===== config.mk =====
export PLATFORM = sky130hd
export DESIGN_NAME = spiCmdSlave
export DESIGN_NICKNAME = d
export VERILOG_FILES = /design/src/rtl/spiCmdPkg.sv /design/src/rtl/spiCmdDatapath.sv /design/src/rtl/spiCmdControl.sv /design/src/rtl/spiCmdSlave.sv
export SDC_FILE = /design/constraint.sdc
export NUM_CORES = 1
export LEC_CHECK = 0
export BUFFER_PORTS_ARGS = -buffer_cell sky130_fd_sc_hd__buf_2
export CORE_ASPECT_RATIO = 0.8
export CORE_UTILIZATION = 54
export CTS_CLUSTER_SIZE = 14
export DETAILED_ROUTE_END_ITERATION = 6
export PLACE_DENSITY_LB_ADDON = 0.05
export SKIP_CTS_REPAIR_TIMING = 1
export SKIP_LAST_GASP = 1
export SLEW_MARGIN = 20
export SYNTH_ARGS = -nofsm -noshare
export SYNTH_HDL_FRONTEND = slang
export SYNTH_SLANG_ARGS = --single-unit

===== constraint.sdc =====
create_clock -name clk -period 2.3 [get_ports clk]
set_clock_uncertainty 0.15 [all_clocks]
set_input_delay 0.46 -clock clk [delete_from_list [all_inputs] [get_ports clk]]
set_output_delay 0.46 -clock clk [all_outputs]
set_load 0.02 [all_outputs]

===== src/rtl/spiCmdPkg.sv =====
package spiCmdPkg;
  typedef enum logic [1:0] {ST_SLEEP, ST_CMD, ST_ARG, ST_REPLY} ctlState_t;

  typedef struct packed {
    logic clr;        // restart bit counter for a new frame
    logic shiftEn;    // accept serial clock edges
    logic capCmd;     // latch received byte as command
    logic capArg;     // append received byte to arguments
    logic loadReply;  // load reply word into transmit shifter
    logic txEn;       // drive miso
  } dpCtl_t;

  localparam logic [7:0] CMD_WRITE = 8'h01;
  localparam logic [7:0] CMD_READ  = 8'h02;
endpackage


===== src/rtl/spiCmdDatapath.sv =====
module spiCmdDatapath
  import spiCmdPkg::*;
#(
  parameter int ARG_BYTES   = 2,
  parameter int REPLY_BYTES = 4
) (
  input  logic                     clk,
  input  logic                     rstN,
  input  logic                     sck,
  input  logic                     mosi,
  input  logic                     selN,
  input  dpCtl_t                   ctl,
  input  logic [8*REPLY_BYTES-1:0] replyData,
  output logic                     selActive,
  output logic                     selRise,
  output logic                     sckRise,
  output logic                     sckFall,
  output logic                     byteDone,
  output logic [7:0]               rxByte,
  output logic [7:0]               cmdOut,
  output logic [8*ARG_BYTES-1:0]   argOut,
  output logic                     miso
);
  localparam int ARG_W   = 8 * ARG_BYTES;
  localparam int REPLY_W = 8 * REPLY_BYTES;
  localparam logic [2:0] SYNC_INIT = 3'b100;  // {selN, sck, mosi}

  logic [2:0] rawIn, syncA, syncB;
  logic       sckDly, selActDly;
  logic [2:0] bitCnt;
  logic [6:0] shiftIn;
  logic [REPLY_W-1:0] txReg;
  logic       skipFall;
  logic [ARG_W-1:0] argReg;

  assign rawIn = {selN, sck, mosi};

  always_ff @(posedge clk or negedge rstN) begin
    if (!rstN) begin
      syncA     <= SYNC_INIT;
      syncB     <= SYNC_INIT;
      sckDly    <= 1'b0;
      selActDly <= 1'b0;
    end else begin
      syncA     <= rawIn;
      syncB     <= syncA;
      sckDly    <= syncB[1];
      selActDly <= ~syncB[2];
    end
  end

  assign selActive = ~syncB[2];
  assign selRise   = selActive & ~selActDly;
  assign sckRise   = syncB[1] & ~sckDly;
  assign sckFall   = ~syncB[1] & sckDly;
  assign rxByte    = {shiftIn, syncB[0]};
  assign byteDone  = ctl.shiftEn & sckRise & (bitCnt == 3'd7);

  // receive shifter
  always_ff @(posedge clk or negedge rstN) begin
    if (!rstN) begin
      bitCnt  <= '0;
      shiftIn <= '0;
      cmdOut  <= '0;
    end else begin
      if (ctl.clr) begin
        bitCnt <= '0;
      end else if (ctl.shiftEn && sckRise) begin
        shiftIn <= rxByte[6:0];
        bitCnt  <= bitCnt + 3'd1;
      end
      if (ctl.capCmd) cmdOut <= rxByte;
    end
  end

  // argument collection, variant picked by argument count
  if (ARG_BYTES == 1) begin : gArgOne
    always_ff @(posedge clk or negedge rstN)
      if (!rstN)           argReg <= '0;
      else if (ctl.capArg) argReg <= rxByte;
  end else begin : gArgMany
    always_ff @(posedge clk or negedge rstN)
      if (!rstN)           argReg <= '0;
      else if (ctl.capArg) argReg <= {argReg[ARG_W-9:0], rxByte};
  end
  assign argOut = argReg;

  // transmit shifter: first falling edge after load only presents bit 0 of the frame
  always_ff @(posedge clk or negedge rstN) begin
    if (!rstN) begin
      txReg    <= '0;
      skipFall <= 1'b0;
    end else if (ctl.loadReply) begin
      txReg    <= replyData;
      skipFall <= 1'b1;
    end else if (ctl.txEn && sckFall) begin
      if (skipFall) skipFall <= 1'b0;
      else          txReg    <= {txReg[REPLY_W-2:0], 1'b0};
    end
  end

  assign miso = ctl.txEn & txReg[REPLY_W-1];
endmodule


===== src/rtl/spiCmdControl.sv =====
module spiCmdControl
  import spiCmdPkg::*;
#(
  parameter int TIMEOUT_CYCLES = 64,
  parameter int ARG_BYTES      = 2,
  parameter int REPLY_BYTES    = 4
) (
  input  logic       clk,
  input  logic       rstN,
  input  logic       selActive,
  input  logic       selRise,
  input  logic       sckRise,
  input  logic       sckFall,
  input  logic       byteDone,
  input  logic [7:0] rxByte,
  output dpCtl_t     ctl,
  output ctlState_t  state,
  output logic       execStrobe,
  output logic       wdogExpire
);
  localparam int MAX_BYTES = (ARG_BYTES > REPLY_BYTES) ? ARG_BYTES : REPLY_BYTES;
  localparam int CNT_W     = $clog2(MAX_BYTES + 1);
  localparam int WD_W      = $clog2(TIMEOUT_CYCLES + 1);
  localparam logic [CNT_W-1:0] ARG_LAST   = CNT_W'(ARG_BYTES - 1);
  localparam logic [CNT_W-1:0] REPLY_LAST = CNT_W'(REPLY_BYTES - 1);
  localparam logic [WD_W-1:0]  WD_LAST    = WD_W'(TIMEOUT_CYCLES - 1);

  ctlState_t        nxt;
  logic [CNT_W-1:0] byteCnt;
  logic [WD_W-1:0]  wdCnt;
  logic             sawEdge, anyEdge, execNext;

  assign anyEdge = sckRise | sckFall;

  always_comb begin
    nxt        = state;
    ctl        = '0;
    wdogExpire = 1'b0;
    execNext   = 1'b0;
    ctl.shiftEn = (state != ST_SLEEP);
    ctl.txEn    = (state == ST_REPLY);
    unique case (state)
      ST_SLEEP: if (selRise) begin
        ctl.clr = 1'b1;
        nxt     = ST_CMD;
      end
      ST_CMD: begin
        if (byteDone) begin
          ctl.capCmd = 1'b1;
          if (rxByte == CMD_WRITE)     nxt = ST_ARG;
          else if (rxByte == CMD_READ) begin
            ctl.loadReply = 1'b1;
            nxt           = ST_REPLY;
          end else                     nxt = ST_SLEEP;
        end else if (!sawEdge && !anyEdge && wdCnt == WD_LAST) begin
          wdogExpire = 1'b1;
          nxt        = ST_SLEEP;
        end
      end
      ST_ARG: if (byteDone) begin
        ctl.capArg = 1'b1;
        if (byteCnt == ARG_LAST) begin
          execNext = 1'b1;
          nxt      = ST_SLEEP;
        end
      end
      ST_REPLY: if (byteDone && byteCnt == REPLY_LAST) nxt = ST_SLEEP;
      default: nxt = ST_SLEEP;
    endcase
    // deselect overrides everything in the same cycle
    if (state != ST_SLEEP && !selActive) begin
      nxt           = ST_SLEEP;
      ctl.capCmd    = 1'b0;
      ctl.capArg    = 1'b0;
      ctl.loadReply = 1'b0;
      wdogExpire    = 1'b0;
      execNext      = 1'b0;
    end
  end

  always_ff @(posedge clk or negedge rstN) begin
    if (!rstN) begin
      state      <= ST_SLEEP;
      byteCnt    <= '0;
      wdCnt      <= '0;
      sawEdge    <= 1'b0;
      execStrobe <= 1'b0;
    end else begin
      state      <= nxt;
      execStrobe <= execNext;
      if (nxt != state)  byteCnt <= '0;
      else if (byteDone) byteCnt <= byteCnt + CNT_W'(1);
      if (state != ST_CMD) begin
        wdCnt   <= '0;
        sawEdge <= 1'b0;
      end else begin
        wdCnt <= wdCnt + WD_W'(1);
        if (anyEdge) sawEdge <= 1'b1;
      end
    end
  end
endmodule


===== src/rtl/spiCmdSlave.sv =====
module spiCmdSlave
  import spiCmdPkg::*;
#(
  parameter int TIMEOUT_CYCLES = 64,
  parameter int ARG_BYTES      = 2,
  parameter int REPLY_BYTES    = 4
) (
  input  logic                     clk,
  input  logic                     rstN,
  input  logic                     sck,
  input  logic                     mosi,
  input  logic                     selN,
  output logic                     miso,
  output logic                     misoOe,
  output logic [7:0]               cmdOut,
  output logic [8*ARG_BYTES-1:0]   argOut,
  output logic                     execStrobe,
  input  logic [8*REPLY_BYTES-1:0] replyData
);
  dpCtl_t     ctl;
  ctlState_t  ctlState;
  logic       selActive, selRise, sckRise, sckFall, byteDone, wdogExpire;
  logic [7:0] rxByte;

  spiCmdDatapath #(.ARG_BYTES(ARG_BYTES), .REPLY_BYTES(REPLY_BYTES)) uDp (
    .clk, .rstN, .sck, .mosi, .selN, .ctl, .replyData,
    .selActive, .selRise, .sckRise, .sckFall, .byteDone, .rxByte,
    .cmdOut, .argOut, .miso
  );

  spiCmdControl #(
    .TIMEOUT_CYCLES(TIMEOUT_CYCLES), .ARG_BYTES(ARG_BYTES), .REPLY_BYTES(REPLY_BYTES)
  ) uCtl (
    .clk, .rstN, .selActive, .selRise, .sckRise, .sckFall, .byteDone, .rxByte,
    .ctl, .state(ctlState), .execStrobe, .wdogExpire
  );

  assign misoOe = ctl.txEn;
endmodule


== Yosys cells after proc, flatten, opt, wreduce, memory -nomap -nowiden ==
Cells that the tools add are included.
Widths: inputs -> output; s select.

* Add/sub/neg operators: 3
* Eq/ne operators: 12
* Muxes and demuxes: 36
* Bitwise logic cells: 12
* Reductions and logical operators: 16

{| class="wikitable"
|+ Operators with widths
! operator !! count
|-
| $mux 32 || 3
|-
| $mux 2 || 9
|-
| $mux 1 || 17
|-
| $mux 3 || 5
|-
| $reduce_bool 2->1 || 5
|-
| $eq 8x1->1 const B || 1
|-
| $eq 8x2->1 const B || 1
|-
| $pmux 2 s4 || 1
|-
| $add 7x1->7 const B || 1
|-
| $eq 7x6->1 const B || 1
|-
| $mux 7 || 1
|-
| $add 3x1->3 const B || 2
|-
| $and 1x1->1 || 6
|-
| $logic_and 1x1->1 || 6
|-
| $not 1->1 || 5
|-
| $eq 2x2->1 const B || 2
|-
| $reduce_and 2->1 || 2
|-
| $eq 3x1->1 const B || 1
|-
| $eq 3x2->1 const B || 1
|-
| $eq 3x3->1 const B || 1
|-
| $eq 2x1->1 const B || 1
|-
| $logic_not 1->1 || 2
|-
| $logic_not 2->1 || 1
|-
| $ne 2x1->1 const B || 1
|-
| 3 further kinds || 3
|}

* Flip-flop bits (word level): 89
* Input port bits: 37
* Output and inout port bits: 27
* Logic and storage cells: 94

== Logic depth before layout (Yosys ltp) ==
* Word-level depth: 12
* Mapped depth: 8
* Mapped depth without buffers: 6

== By module ==
Synthesis repeated with hierarchy kept, for this count alone.

* Cells, all modules: 291
* Area, all modules: 4052.6 µm²

{| class="wikitable"
|+ Modules (own cells, without submodules)
! module !! instances !! cells each !! area an instance (µm²) !! sequential area each (µm²)
|-
| spiCmdDatapath || 1 || 200 || 3190.6 || 1879.3
|-
| spiCmdControl || 1 || 91 || 862.1 || 350.3
|}

== Worst setup path before layout ==
No wires, ideal clock.

* Path kind: reg2reg
* Start: register uDp.bitCnt[0]
* End: register uDp.argReg[10], in the netlist uDp.argOut[10]
* Setup time: 0.125 ns
* Data arrival time: 1.824 ns
* Required time: 2.025 ns
* Slack: 0.201 ns
* Stages on the path, launching flop included: 8
* Path buffers: 2
* Clock period less this slack: 2.099 ns
* Cell sequence: dfrtp_1 ha_1 ha_1 nand2_1 or4_4 buf_6 buf_6 mux2_4

* Word-level cells in the longest chain between the ends: 5

{| class="wikitable"
|+ Ends and longest elaborated chain
! what !! RTL line !! RTL
|-
| start, declared || spiCmdDatapath.sv:30 || <nowiki>logic [2:0] bitCnt;</nowiki>
|-
| start signal, assigned || spiCmdDatapath.sv:70 || <nowiki>bitCnt <= bitCnt + 3'd1;</nowiki>
|-
| $eq 3x3->1 || spiCmdDatapath.sv:57 || <nowiki>assign byteDone = ctl.shiftEn & sckRise & (bitCnt == 3'd7);</nowiki>
|-
| $and 1x1->1 || spiCmdDatapath.sv:57 ||
|-
| $mux 1 || spiCmdControl.sv:60 || <nowiki>ST_ARG: if (byteDone) begin</nowiki>
|-
| $mux 1 || spiCmdControl.sv:42 || <nowiki>unique case (state)</nowiki>
|-
| $mux 3 || spiCmdControl.sv:71 || <nowiki>if (state != ST_SLEEP && !selActive) begin</nowiki>
|-
| end signal, assigned || spiCmdDatapath.sv:84 || <nowiki>else if (ctl.capArg) argReg <= {argReg[ARG_W-9:0], rxByte};</nowiki>
|-
| end, declared || spiCmdDatapath.sv:34 || <nowiki>logic [ARG_W-1:0] argReg;</nowiki>
|}

Every way passes these cells.
A chain may end at the register's enable or synchronous reset.

== Final worst setup path ==
* Start: register uDp.bitCnt[0]
* End: register uDp.txReg[1]

* Word-level cells in the longest chain between the ends: 7
* Elaborated cells between the ends (all ways): 9
* Classes of those cells: eq/ne: 2; mux: 4; bitwise: 1; reduce/logical: 2

{| class="wikitable"
|+ Ends and longest elaborated chain
! what !! RTL line !! RTL
|-
| $eq 3x3->1 * || spiCmdDatapath.sv:57 ||
|-
| $and 1x1->1 * || spiCmdDatapath.sv:57 ||
|-
| $mux 1 * || spiCmdControl.sv:48 || <nowiki>if (byteDone) begin</nowiki>
|-
| $mux 1 * || spiCmdControl.sv:42 ||
|-
| $mux 3 * || spiCmdControl.sv:71 ||
|-
| $ne 2x2->1 (no line) / $reduce_bool 2->1 (equally long branches) || - ||
|-
| $reduce_and 2->1 (no line) || - ||
|-
| end signal, assigned || spiCmdDatapath.sv:94 || <nowiki>txReg <= replyData;</nowiki>
|-
| end signal, assigned || spiCmdDatapath.sv:98 || <nowiki>else txReg <= {txReg[REPLY_W-2:0], 1'b0};</nowiki>
|-
| end, declared || spiCmdDatapath.sv:32 || <nowiki>logic [REPLY_W-1:0] txReg;</nowiki>
|}

Every way passes the cells marked *; elsewhere a longest branch is shown, timed or not.

==> impl_metrics.yaml <==
setup_path:
  rr_worst_depth: 6
  endpoint_kind: "flop"
  crit_start: "uDp.bitCnt[0]$_DFFE_PN0P_"
  cp-start-kind: "flop"
  critPathKind: "flop to flop"
  crit_arrival_ns: 2.36
  crit_required_ns: 2.43
  r2r-start: "uDp.bitCnt[0]$_DFFE_PN0P_"
  critPathMaxFanout: 29
synth:
  synth.avg_cell_area_um2: 13.29
  ys.flop_type: "dfrtp_1"
  async_reset_ff_share_pct: 100.0
  synth_edf_count: 0
  syn_area_um2: 3841
  synth_top_area_cell: "dfrtp_1"
  synth_nets: 334
  synth_area_leaders: "dfrtp_1 57%, a221o_1 7.6%, mux2_2 6.4%"
  syn_inst: 289
  yosysSeqAreaShare_pct: 58.05
  yosys_register_bits: 89
  synth_cell_type_count: 45
  synth_top_area_share_pct: 56.68
  ys_warn_count: 0
place:
  dp.cells: 447
  hpwl_mm: 5.071
  place.gp.congestion: 0.7952
  port_buffers: 63
  post-place-ws_ns: -0.2964
  dpl-instance-area_um2: 4338
cells_and_area:
  postLayoutCellArea_um2: 4578
  n_fill_cell: 568
  multi_input_area_um2: 1481
  final_cells: 464
  diodes: 0
  nNetsFinal: 417
  seqCellArea_um2: 2230
  syn_to_final_growth_pct: 19.19
  drive_above_1_share_pct: 37.67
pwr:
  clockPowerShare_pct: 35.6
  vdd_ir_drop_max_uv: 332.5
  pwr-share-comb_pct: 9.9
  power_density_nw_per_um2: 682.3
  p_sw_share_pct: 24.17
  p_total_w: 0.003124
  p_switching_w: 0.0007550
  p_seq_share_pct: 54.6
  p_leak_nw: 2.410
  internal-power_w: 0.002369
clocking:
  cts_buffers: 9
  cts_sinks: 89
  cts.htree.levels: 3
  cts_buffer_depth: 2
  cts_tree: "built"
  cts_root_buffer: "clkbuf_8"
  insertion_delay_ns: 0.35
  path_clk_slew_ns: 0.08
die:
  start_util_pct: 55.74
  ios: 64
  chipWidth_um: 96.30
  dieArea_um2: 7457
  fp-row-count: 27
  core-area_um2: 6892
  die_h_um: 77.44
flow_run:
  maxCapViolCount: 0
global_routing:
  antenna_found_initial: 0
  track_usage_pct: 21.02
  grt_overflow: 0
  grt_max_degree: 35
  grt_first_pass_wirelength_mm: 11.79
  first_global_vias: 2408
routing:
  wl_mm: 7.115
  drtIter0Drc: 74
  antenna_left: 0
  vias: 2533
  wl_per_cell_um: 15.33
  via_per_inst: 5.459
  drc: 0
  drt-pass1-iter-count: 4
outcome:
  run_status: "complete, no violations"
min_path:
  hp-start: "selN"
  hold_class: "input pin to flop"
  whs_path_depth: 1
timing:
  max-slew-margin-rel_pct: 55.36
  fmax_mhz: 448.6
  worst_pin_slew_ns: 0.6680
  holdWs_ns: 0.05535
  hold_viol: 0
  fin_crit_sh_pct: 96.92
  drv_slew: 0
  final.min_clock_period_ns: 2.229
  rsz0062_at_grt: "yes"
  setup_slack_ns: 0.07095
  setup_viol: 0
layout by cell type, fill, tap and decap left out, types with 4 or more instances in the layout:
cell type and count:
nand2_1 8, nand3_1 5, mux2_4 7, inv_1 8, nor2_1 12, o21ai_0 4
buf_2 62, ha_1 8, a221o_1 29, nor3_1 4, xor2_1 7, dfrtp_1 87
a21oi_1 7, mux2_2 22, clkbuf_8 12, and2_1 29, buf_4 21
power by group through the flow:
stage                     registers (W)  clock network (W)  logic (W)
after global placement          0.00173                  0   0.000308
final                           0.00170            0.00111   0.000309
after floorplan                 0.00172                  0   0.000142
after CTS                       0.00171            0.00115   0.000312
after global routing            0.00172            0.00121   0.000344
after detailed placement        0.00174                  0   0.000310
critical path, cell delays in order, from the launching register on:
cell,delay [ns]
dfrtp_1,0.39
ha_1,0.20
ha_1,0.18
and4b_1,0.20
and4_1,0.24
nor2_4,0.53
a221o_1,0.27
worst paths after layout:
check | endpoint | slack (ns)
min in group asynchronous | uDp.argOut[11]$_DFFE_PN0P_ | 0.40
worst max register to register | uDp.txReg[1]$_DFFE_PN0P_ | 0.07
max in group asynchronous | uDp.argOut[7]$_DFFE_PN0P_ | 1.06
worst min register to register | uDp.syncB[2]$_DFF_PN1_ | 0.21
worst max-delay path | uDp.txReg[1]$_DFFE_PN0P_ | 0.07
worst min-delay path | uDp.syncA[2]$_DFF_PN1_ | 0.06
kinds of logic (layout without fill, tap and decap cells):
logic type	count (synthesis)	in the layout	synth area share, %
compound gates	49	49	10.75
xor+xnor	8	8	1.824
fa+ha+maj	8	8	2.606
buf+inv	23	111	3.746
flops	89	89	58.05
mux	34	34	10.59
simple gates	78	78	12.44
layout make-up:
type                       instances  area share [%]
inverter                           9          0.7379
clock inverter                     4           1.093
multi-input combinational        177           32.36
clock buffer                      12           3.608
timing repair buffer              86           11.12
sequential                        89           48.70
tap                               87           2.378
flip-flops by register name, summed over array words and instances, names as in the netlist, 2 cells and up:
name	count
uDp.syncA	3
uDp.txReg	32
uDp.cmdOut	8
uCtl.byteCnt	3
uDp.argOut	16
uCtl.wdCnt	7
uDp.shiftIn	7
uCtl.state	2
uDp.syncB	3
uDp.bitCnt	3
routing by layer:
| layer | global-route usage, % | share of wire (%) |
|---|---|---|
| met1 | 31.25 | 50 |
| met2 | 29.50 | 43 |
| met3 | 6.176 | 5.3 |
| met4 | 6.912 | 1.7 |
| met5 | 0 | 0 |
cell usage after synthesis (all sizes together) (2+ instances only):
| cell | count |
|---|---|
| xor2 | 7 |
| nor3 | 4 |
| ha | 8 |
| mux2i | 2 |
| o21ai | 5 |
| a31oi | 2 |
| nor3b | 4 |
| inv | 9 |
| a221o | 29 |
| nand3 | 6 |
| dfrtp | 87 |
| mux2 | 32 |
| nand4 | 2 |
| nor4 | 3 |
| a21oi | 7 |
| nor2 | 14 |
| dfstp | 2 |
| buf | 9 |
| clkbuf | 5 |
| and2 | 29 |
| nand2 | 8 |
| and3 | 3 |
per-stage QoR:
step / utilization (%) / setup TNS (ns)
final: 66.43 / 0
after global placement: 62.94 / -6.622
after floorplan: - / 0
after CTS: 66.07 / -8.429
after detailed placement: 62.94 / -7.810
after global routing: 66.43 / -0.2040
(Power assumes the default switching activity.)
